## src/rtl/cpu_regbank.sv

```systemverilog
module cpu_regbank #(
  parameter logic [15:0] SP_INIT  = 16'h00FF,
  parameter logic [15:0] VEC_ADDR = 16'hFFFE,
  parameter logic [7:0]  CCR_INIT = 8'h68
) (
  input  logic        clk,
  input  logic        rst_n,
  output logic        mem_rd,
  output logic [15:0] mem_addr,
  input  logic [7:0]  mem_rdata,
  output logic        vec_done,
  input  logic [3:0]  cmd,
  input  logic [7:0]  cmd_imm,
  input  logic [15:0] ld_data,
  input  logic        a_we,
  input  logic [7:0]  a_wdata,
  input  logic        hx_we,
  input  logic [15:0] hx_wdata,
  input  logic        ccr_we,
  input  logic [7:0]  ccr_wdata,
  output logic [15:0] stk_addr,
  output logic [7:0]  reg_a,
  output logic [15:0] reg_hx,
  output logic [15:0] reg_sp,
  output logic [15:0] reg_pc,
  output logic [7:0]  reg_ccr
);
  localparam logic [3:0] C_PCINC = 4'd1, C_PCLD = 4'd2, C_SPADD = 4'd3, C_SPRST = 4'd4,
                         C_PUSH = 4'd5, C_POP = 4'd6, C_XCLR = 4'd7, C_XINC = 4'd8,
                         C_XDEC = 4'd9, C_XCOM = 4'd10, C_XNEG = 4'd11, C_XLSL = 4'd12,
                         C_XLSR = 4'd13, C_XROL = 4'd14, C_XROR = 4'd15;
  localparam logic [7:0] FIXED1 = 8'h60;

  typedef enum logic [1:0] {F_HI, F_LO, F_RUN} fstate_t;
  fstate_t fst;

  logic [7:0] h_q, x_q, x_nx, ccr_q;
  logic       c_nx, go;

  assign go       = (fst == F_RUN);
  assign vec_done = go;
  assign mem_rd   = !go;
  assign mem_addr = VEC_ADDR | {15'd0, fst == F_LO};
  assign stk_addr = (go && cmd == C_POP) ? reg_sp + 16'd1 : reg_sp;
  assign reg_hx   = {h_q, x_q};
  assign reg_ccr  = ccr_q | FIXED1;

  always_comb begin
    x_nx = x_q;
    c_nx = ccr_q[0];
    case (cmd)
      C_XCLR: x_nx = 8'h00;
      C_XINC: x_nx = x_q + 8'd1;
      C_XDEC: x_nx = x_q - 8'd1;
      C_XCOM: x_nx = ~x_q;
      C_XNEG: x_nx = 8'd0 - x_q;
      C_XLSL: begin x_nx = {x_q[6:0], 1'b0};     c_nx = x_q[7]; end
      C_XLSR: begin x_nx = {1'b0, x_q[7:1]};     c_nx = x_q[0]; end
      C_XROL: begin x_nx = {x_q[6:0], ccr_q[0]}; c_nx = x_q[7]; end
      C_XROR: begin x_nx = {ccr_q[0], x_q[7:1]}; c_nx = x_q[0]; end
      default: ;
    endcase
  end

  always_ff @(posedge clk or negedge rst_n) begin
    if (!rst_n) begin
      fst    <= F_HI;
      reg_pc <= 16'h0000;
      reg_sp <= SP_INIT;
      reg_a  <= 8'h00;
      h_q    <= 8'h00;
      ccr_q  <= CCR_INIT;
    end else if (!go) begin
      if (fst == F_HI) begin
        reg_pc[15:8] <= mem_rdata;
        fst          <= F_LO;
      end else begin
        reg_pc[7:0]  <= mem_rdata;
        fst          <= F_RUN;
      end
    end else begin
      case (cmd)
        C_PCINC: reg_pc <= reg_pc + 16'd1;
        C_PCLD:  reg_pc <= ld_data;
        C_SPADD: reg_sp <= reg_sp + {{8{cmd_imm[7]}}, cmd_imm};
        C_SPRST: reg_sp[7:0] <= 8'hFF;
        C_PUSH:  reg_sp <= reg_sp - 16'd1;
        C_POP:   reg_sp <= reg_sp + 16'd1;
        default: ;
      endcase
      if (a_we) reg_a <= a_wdata;
      if (hx_we) h_q <= hx_wdata[15:8];
      if (ccr_we) ccr_q <= ccr_wdata | FIXED1;
      else if (cmd >= C_XLSL) ccr_q[0] <= c_nx;
    end
  end

  always_ff @(posedge clk) begin
    if (rst_n && go) begin
      if (hx_we) x_q <= hx_wdata[7:0];
      else x_q <= x_nx;
    end
  end


  push_step_chk: assert property (@(posedge clk) disable iff (!rst_n)
    (go && cmd == C_PUSH) |=> reg_sp == $past(reg_sp) - 16'd1);

  pop_step_chk: assert property (@(posedge clk) disable iff (!rst_n)
    (go && cmd == C_POP) |=> reg_sp == $past(reg_sp) + 16'd1);

  sp_hi_keep_chk: assert property (@(posedge clk) disable iff (!rst_n)
    (go && cmd == C_SPRST) |=> reg_sp[15:8] == $past(reg_sp[15:8]) && reg_sp[7:0] == 8'hFF);

  pc_step_chk: assert property (@(posedge clk) disable iff (!rst_n)
    (go && cmd == C_PCINC) |=> reg_pc == $past(reg_pc) + 16'd1);

  ccr_fixed_chk: assert property (@(posedge clk) disable iff (!rst_n)
    reg_ccr[6:5] == 2'b11);

  idle_sp_chk: assert property (@(posedge clk) disable iff (!rst_n)
    !go |=> $stable(reg_sp) && $stable(reg_a));
endmodule

```

## config.mk

```make
export PLATFORM = sky130hd
export DESIGN_NAME = cpu_regbank
export DESIGN_NICKNAME = d
export VERILOG_FILES = /design/src/rtl/cpu_regbank.sv
export SDC_FILE = /design/constraint.sdc
export NUM_CORES = 1
export LEC_CHECK = 0
export BUFFER_PORTS_ARGS = -buffer_cell sky130_fd_sc_hd__buf_2
export CAP_MARGIN = 20
export CORE_UTILIZATION = 25
export DETAILED_ROUTE_END_ITERATION = 10
export GPL_TIMING_DRIVEN = 0
export SKIP_LAST_GASP = 1
export SLEW_MARGIN = 25
export SYNTH_ARGS = -nofsm -noshare
export SYNTH_HDL_FRONTEND = slang
export SYNTH_SLANG_ARGS = --single-unit
```

## constraint.sdc

```tcl
create_clock -name clk -period 6.6 [get_ports clk]
set_input_delay 1.32 -clock clk [delete_from_list [all_inputs] [get_ports clk]]
set_output_delay 1.32 -clock clk [all_outputs]
set_load 0.02 [all_outputs]
```

---- Word level (Yosys, flattened, before mapping) ----
Index checks and enable logic that the tools add are counted.
storage, ports and cells
  flip-flop bits (word level) ............. 64
  input bits .............................. 73
  output and inout port bits .............. 98
  word-level logic and storage cells ...... 72
operators by class
  $add $sub $neg .......................... 7
  $lt $le $gt $ge ......................... 1
  equality and inequality tests ........... 19
  muxes and demuxes ....................... 13
  bitwise operators ....................... 1
  reduce and logical (&&, ||, !) cells .... 21
operators by type and width
  kind                   number
  $pmux 8 s9             1
  $add 16x1->16 const B  2
  $eq 4x4->1 const B     8
  $mux 16                2
  $pmux 16 s2            1
  $pmux 8 s4             1
  $mux 8                 3
  $pmux 8 s3             1
  $add 16x16->16         1
  $eq 4x3->1 const B     4
  $reduce_and 2->1       8
  $sub 16x1->16 const B  1
  $reduce_bool 10->1     1
  $add 8x1->8 const B    1
  $eq 4x2->1 const B     2
  $not 8->8              1
  $sub 1x8->8 const A    1
  $sub 8x1->8 const B    1
  $reduce_bool 3->1      2
  $eq 4x1->1 const B     1
  $ge 4x4->1 const B     1
  $reduce_bool 2->1      2
  $reduce_bool 4->1      1
  $reduce_or 2->1        2
  11 further kinds       13

---- Logic depth before layout (Yosys ltp) ----
  depth in word-level cells ............... 5
  depth in mapped cells ................... 10

---- Worst setup path before layout ----
No wires, ideal clock.
  kind .................................... input to output
  from .................................... input port cmd[2]
  to ...................................... output port stk_addr[15]
  arrival ................................. 2.791 ns
  path slack .............................. 2.489 ns
  stages .................................. 7
  buffers on the path ..................... 2
  cells stage by stage .................... clkbuf_1 and2b_1 nand2_1 nor2_1 buf_2 nand4_1 xnor2_1
on the way
  longest elaborated chain between the ends .. 3
ends and longest elaborated chain
  element            RTL line  source
  start, declared    12        input logic [3:0] cmd,
  $eq 4x3->1         44        assign stk_addr = (go && cmd == C_POP) ? reg_sp + 16'd1 : reg_sp;
  $logic_and 1x1->1  44
  $mux 16            44
  end, declared      21        output logic [15:0] stk_addr,
No other way between the ends.

---- Worst setup path in the final report ----
Same ends and word-level chain as after synthesis.

==> flow_summary.yaml <==
finish:
  fillCellCount: 2416
  drive_above_1_share_pct: 30.2
  finish.net_count: 973
  area_delta_synth_final_pct: 26.1
synth:
  synth-compound-area-share_pct: 23.1
  synth_fa_ha_area_share_pct: 4.62
  synth_area_mm2: 0.00585
  synthSimpleGateAreaFrac_pct: 21.8
  synthXorXnorAreaFrac_pct: 6.59
  yosys.area.top_type: "dfrtp_1"
  yosysMostFrequentCell: "nor2_1"
  synth_top_family_by_area: "compound AO/OA/AOI/OAI gates"
  ys_seq_area_share_pct: 28.3
  synthTopCellsByCount: "66 x nor2_1, 64 x nand2_1, 47 x dfrtp_1"
  synthMuxAreaShare_pct: 6.01
  synthTopCellsByArea: "dfrtp_1 20%, mux2_2 4.8%, xnor2_1 4.6%, ha_1 4.3%, nor2_1 4.2%"
  synth_edf_count: 8
  netlist_instances: 701
  yosysUniqueCellTypes: 88
  synthFlopType: "dfrtp_1"
  yosysWarnings: 0
  synth-seq-cells: 64
  synth_top_area_share_pct: 20.1
  async_flop_share_pct: 87.5
  syn_avg_cell_area_um2: 8.34
clock_network:
  h-tree-depth: 3
  cts_made_buffers: 9
  cts-root-buf: "clkbuf_16"
  path_clk_slew_ns: 0.06
  hold_buffers: 0
  cts_setup_buffers: 0
  cts_tree: "built"
  cts.sinks: 64
  cts_resized: 0
  cts_buffer_depth: 2
  clock_latency_ns: 0.34
grt:
  grt_use_met3_pct: 3.45
  met1_usage_pct: 21.7
  grt_max_degree: 44
  grt.busiest_layer: "met2"
  antenna_found_initial: 2
  grt_pass1_wl_um: 29900
  grt.total_usage_pct: 15.8
  use_met2_pct: 24.6
  grt_pass1_vias: 5597
  overflow: 0
placement:
  routabilityCongestion: 0.878
  port_buffers: 150
  dpl.hpwl_um: 14500
die:
  initial_core_util_pct: 25.7
  fp-row-count: 55
  core_mm2: 0.0228
  die_y_um: 155
  fp.dieW_um: 155
  die_area_mm2: 0.0240
  io_pins: 171
sta:
  worst_pin_slew_ns: 0.793
  setup_viol: 0
  slew_headroom_pct: 46.7
  fmax_mhz: 216
  fin_tns_setup_ns: 0
  skew_ns: 0.00946
  hold_viol_final: 0
  rsz0062_at_grt: "no"
  slew_violations: 0
  post-route-period-util_pct: 70.2
  min_period_ns: 4.63
power:
  power.leakage_nw: 3.20
  irDropWorstVdd_mv: 0.169
  total_power_mw: 2.50
  powerDensity_mw_per_mm2: 340
setup_path:
  worstPathArrival_ns: 3.31
  worst-setup-path-type: "in2out"
  cp_data_required_time_ns: 5.28
  worstSetupEndpointType: "output pin"
  path_cells: "clkbuf_1, and2b_1, nand2_1, nor2_1, buf_2, nand4_1, xnor2_1, buf_2"
  cp_slowest_stage_delay_ns: 0.36
  worstSetupStartpointType: "input pin"
  cpMostUsedCell: "buf_2"
  crit_path_top_delay_cell: "clkbuf_1"
  crit_path_max_fanout: 10
status:
  status: "complete, no violations"
routing:
  vias: 5930
  wl_per_cell_um: 15.9
  vias_per_cell: 4.95
  drt_first_pass_iters: 5
  drc: 0
  ant_nets: 0
  initialDrtViolationCount: 324
  wl_um: 19000
flow_run:
  maxCapViolations: 0
min_path:
  worstHoldPathType: "reg2reg"
[per-stage QoR]
step / utilization, % / worst slack (ns) / hold WS (ns) / instances / cell area [um2]
after floorplan: - / 2.49 / 0.469 / 717 / 5910
after global placement: 31.0 / 1.94 / 0.483 / 1180 / 7050
after detailed placement: 31.1 / 1.95 / 0.488 / 1181 / 7080
after CTS: 32.4 / 1.95 / 0.502 / 1197 / 7370
after global routing: 32.4 / 1.77 / 0.520 / 1197 / 7370
final: 32.4 / 1.97 / 0.496 / 1198 / 7380
[per-layer routing]
| layer | vias up | share of wire, % |
|---|---|---|
| li1 | 2908 | - |
| met1 | 2758 | 46 |
| met5 | - | 0.053 |
| met3 | 22 | 7.3 |
| met4 | 2 | 1.6 |
| met2 | 240 | 45 |
[power breakdown]
part           leakage, nW  internal (mW)  switching, mW  total [mW]
sequential           0.720          0.514          0.146       0.660
clock                0.138          0.279          0.193       0.472
combinational         2.35          0.574          0.799        1.37
[placed cells by master, fill, tap and decap left out, types with 11 or more instances in the layout]
cell / instances
xor2_1: 13
buf_2: 161
nand4_1: 14
clkbuf_8: 11
o211ai_1: 11
a21oi_1: 44
o31ai_1: 12
xnor2_1: 31
o21ai_0: 41
nand2_1: 64
buf_4: 19
mux2_2: 25
dfrtp_1: 47
ha_1: 20
conb_1: 17
clkbuf_1: 21
a31oi_1: 16
inv_1: 19
and3_1: 12
nor3_1: 14
nand3_1: 19
nor2_1: 66
[state kept, by name, indices dropped and copies added (netlist names)]
signal,cells
reg_a,8
reg_sp,16
fst,2
ccr_q,6
h_q,8
reg_pc,16
x_q,8
[layout make-up]
type | instances | area (um2) | share of cell area (%)
Antenna cell | 1 | 2.50 | 0.0339
Buffer | 67 | 484 | 6.56
Clock buffer | 11 | 254 | 3.44
Clock inverter | 5 | 37.5 | 0.509
Inverter | 20 | 75.1 | 1.02
Multi-Input combinational cell | 566 | 3700 | 50.1
Sequential cell | 64 | 1650 | 22.4
Tap cell | 313 | 392 | 5.31
Timing Repair Buffer | 151 | 781 | 10.6
[cell families after synthesis]
group                      Yosys count
and+or+nand+nor                    246
AOI/OAI and AO/OA                  206
buffers and inverters               87
DFF                                 64
xor gates and xnor gates            44
muxes                               32
adders and majority gates           21
other                                1
[critical path: cells and delay by family]
| family | cells | cell delay (ns) |
|---|---|---|
| xor+xnor | 1 | 0.18 |
| simple gates | 4 | 0.97 |
| buf+inv | 3 | 0.84 |
[final timing paths]
kind / startpoint / end / slack (ns) / depth (start not counted)
min in group asynchronous: rst_n / reg_a[2] / 0.84 / 1
worst max-delay path: cmd[2] / stk_addr[15] / 1.97 / 8
max in group asynchronous: rst_n / reg_sp[0] / 5.19 / 2
worst min register to register: reg_a[3] / reg_a[3] / 0.50 / 1
worst min-delay path: reg_a[3] / reg_a[3] / 0.50 / 1
worst max register to register: reg_sp[0] / reg_sp[12] / 3.94 / 9
Power figures use the tool's default switching activity.
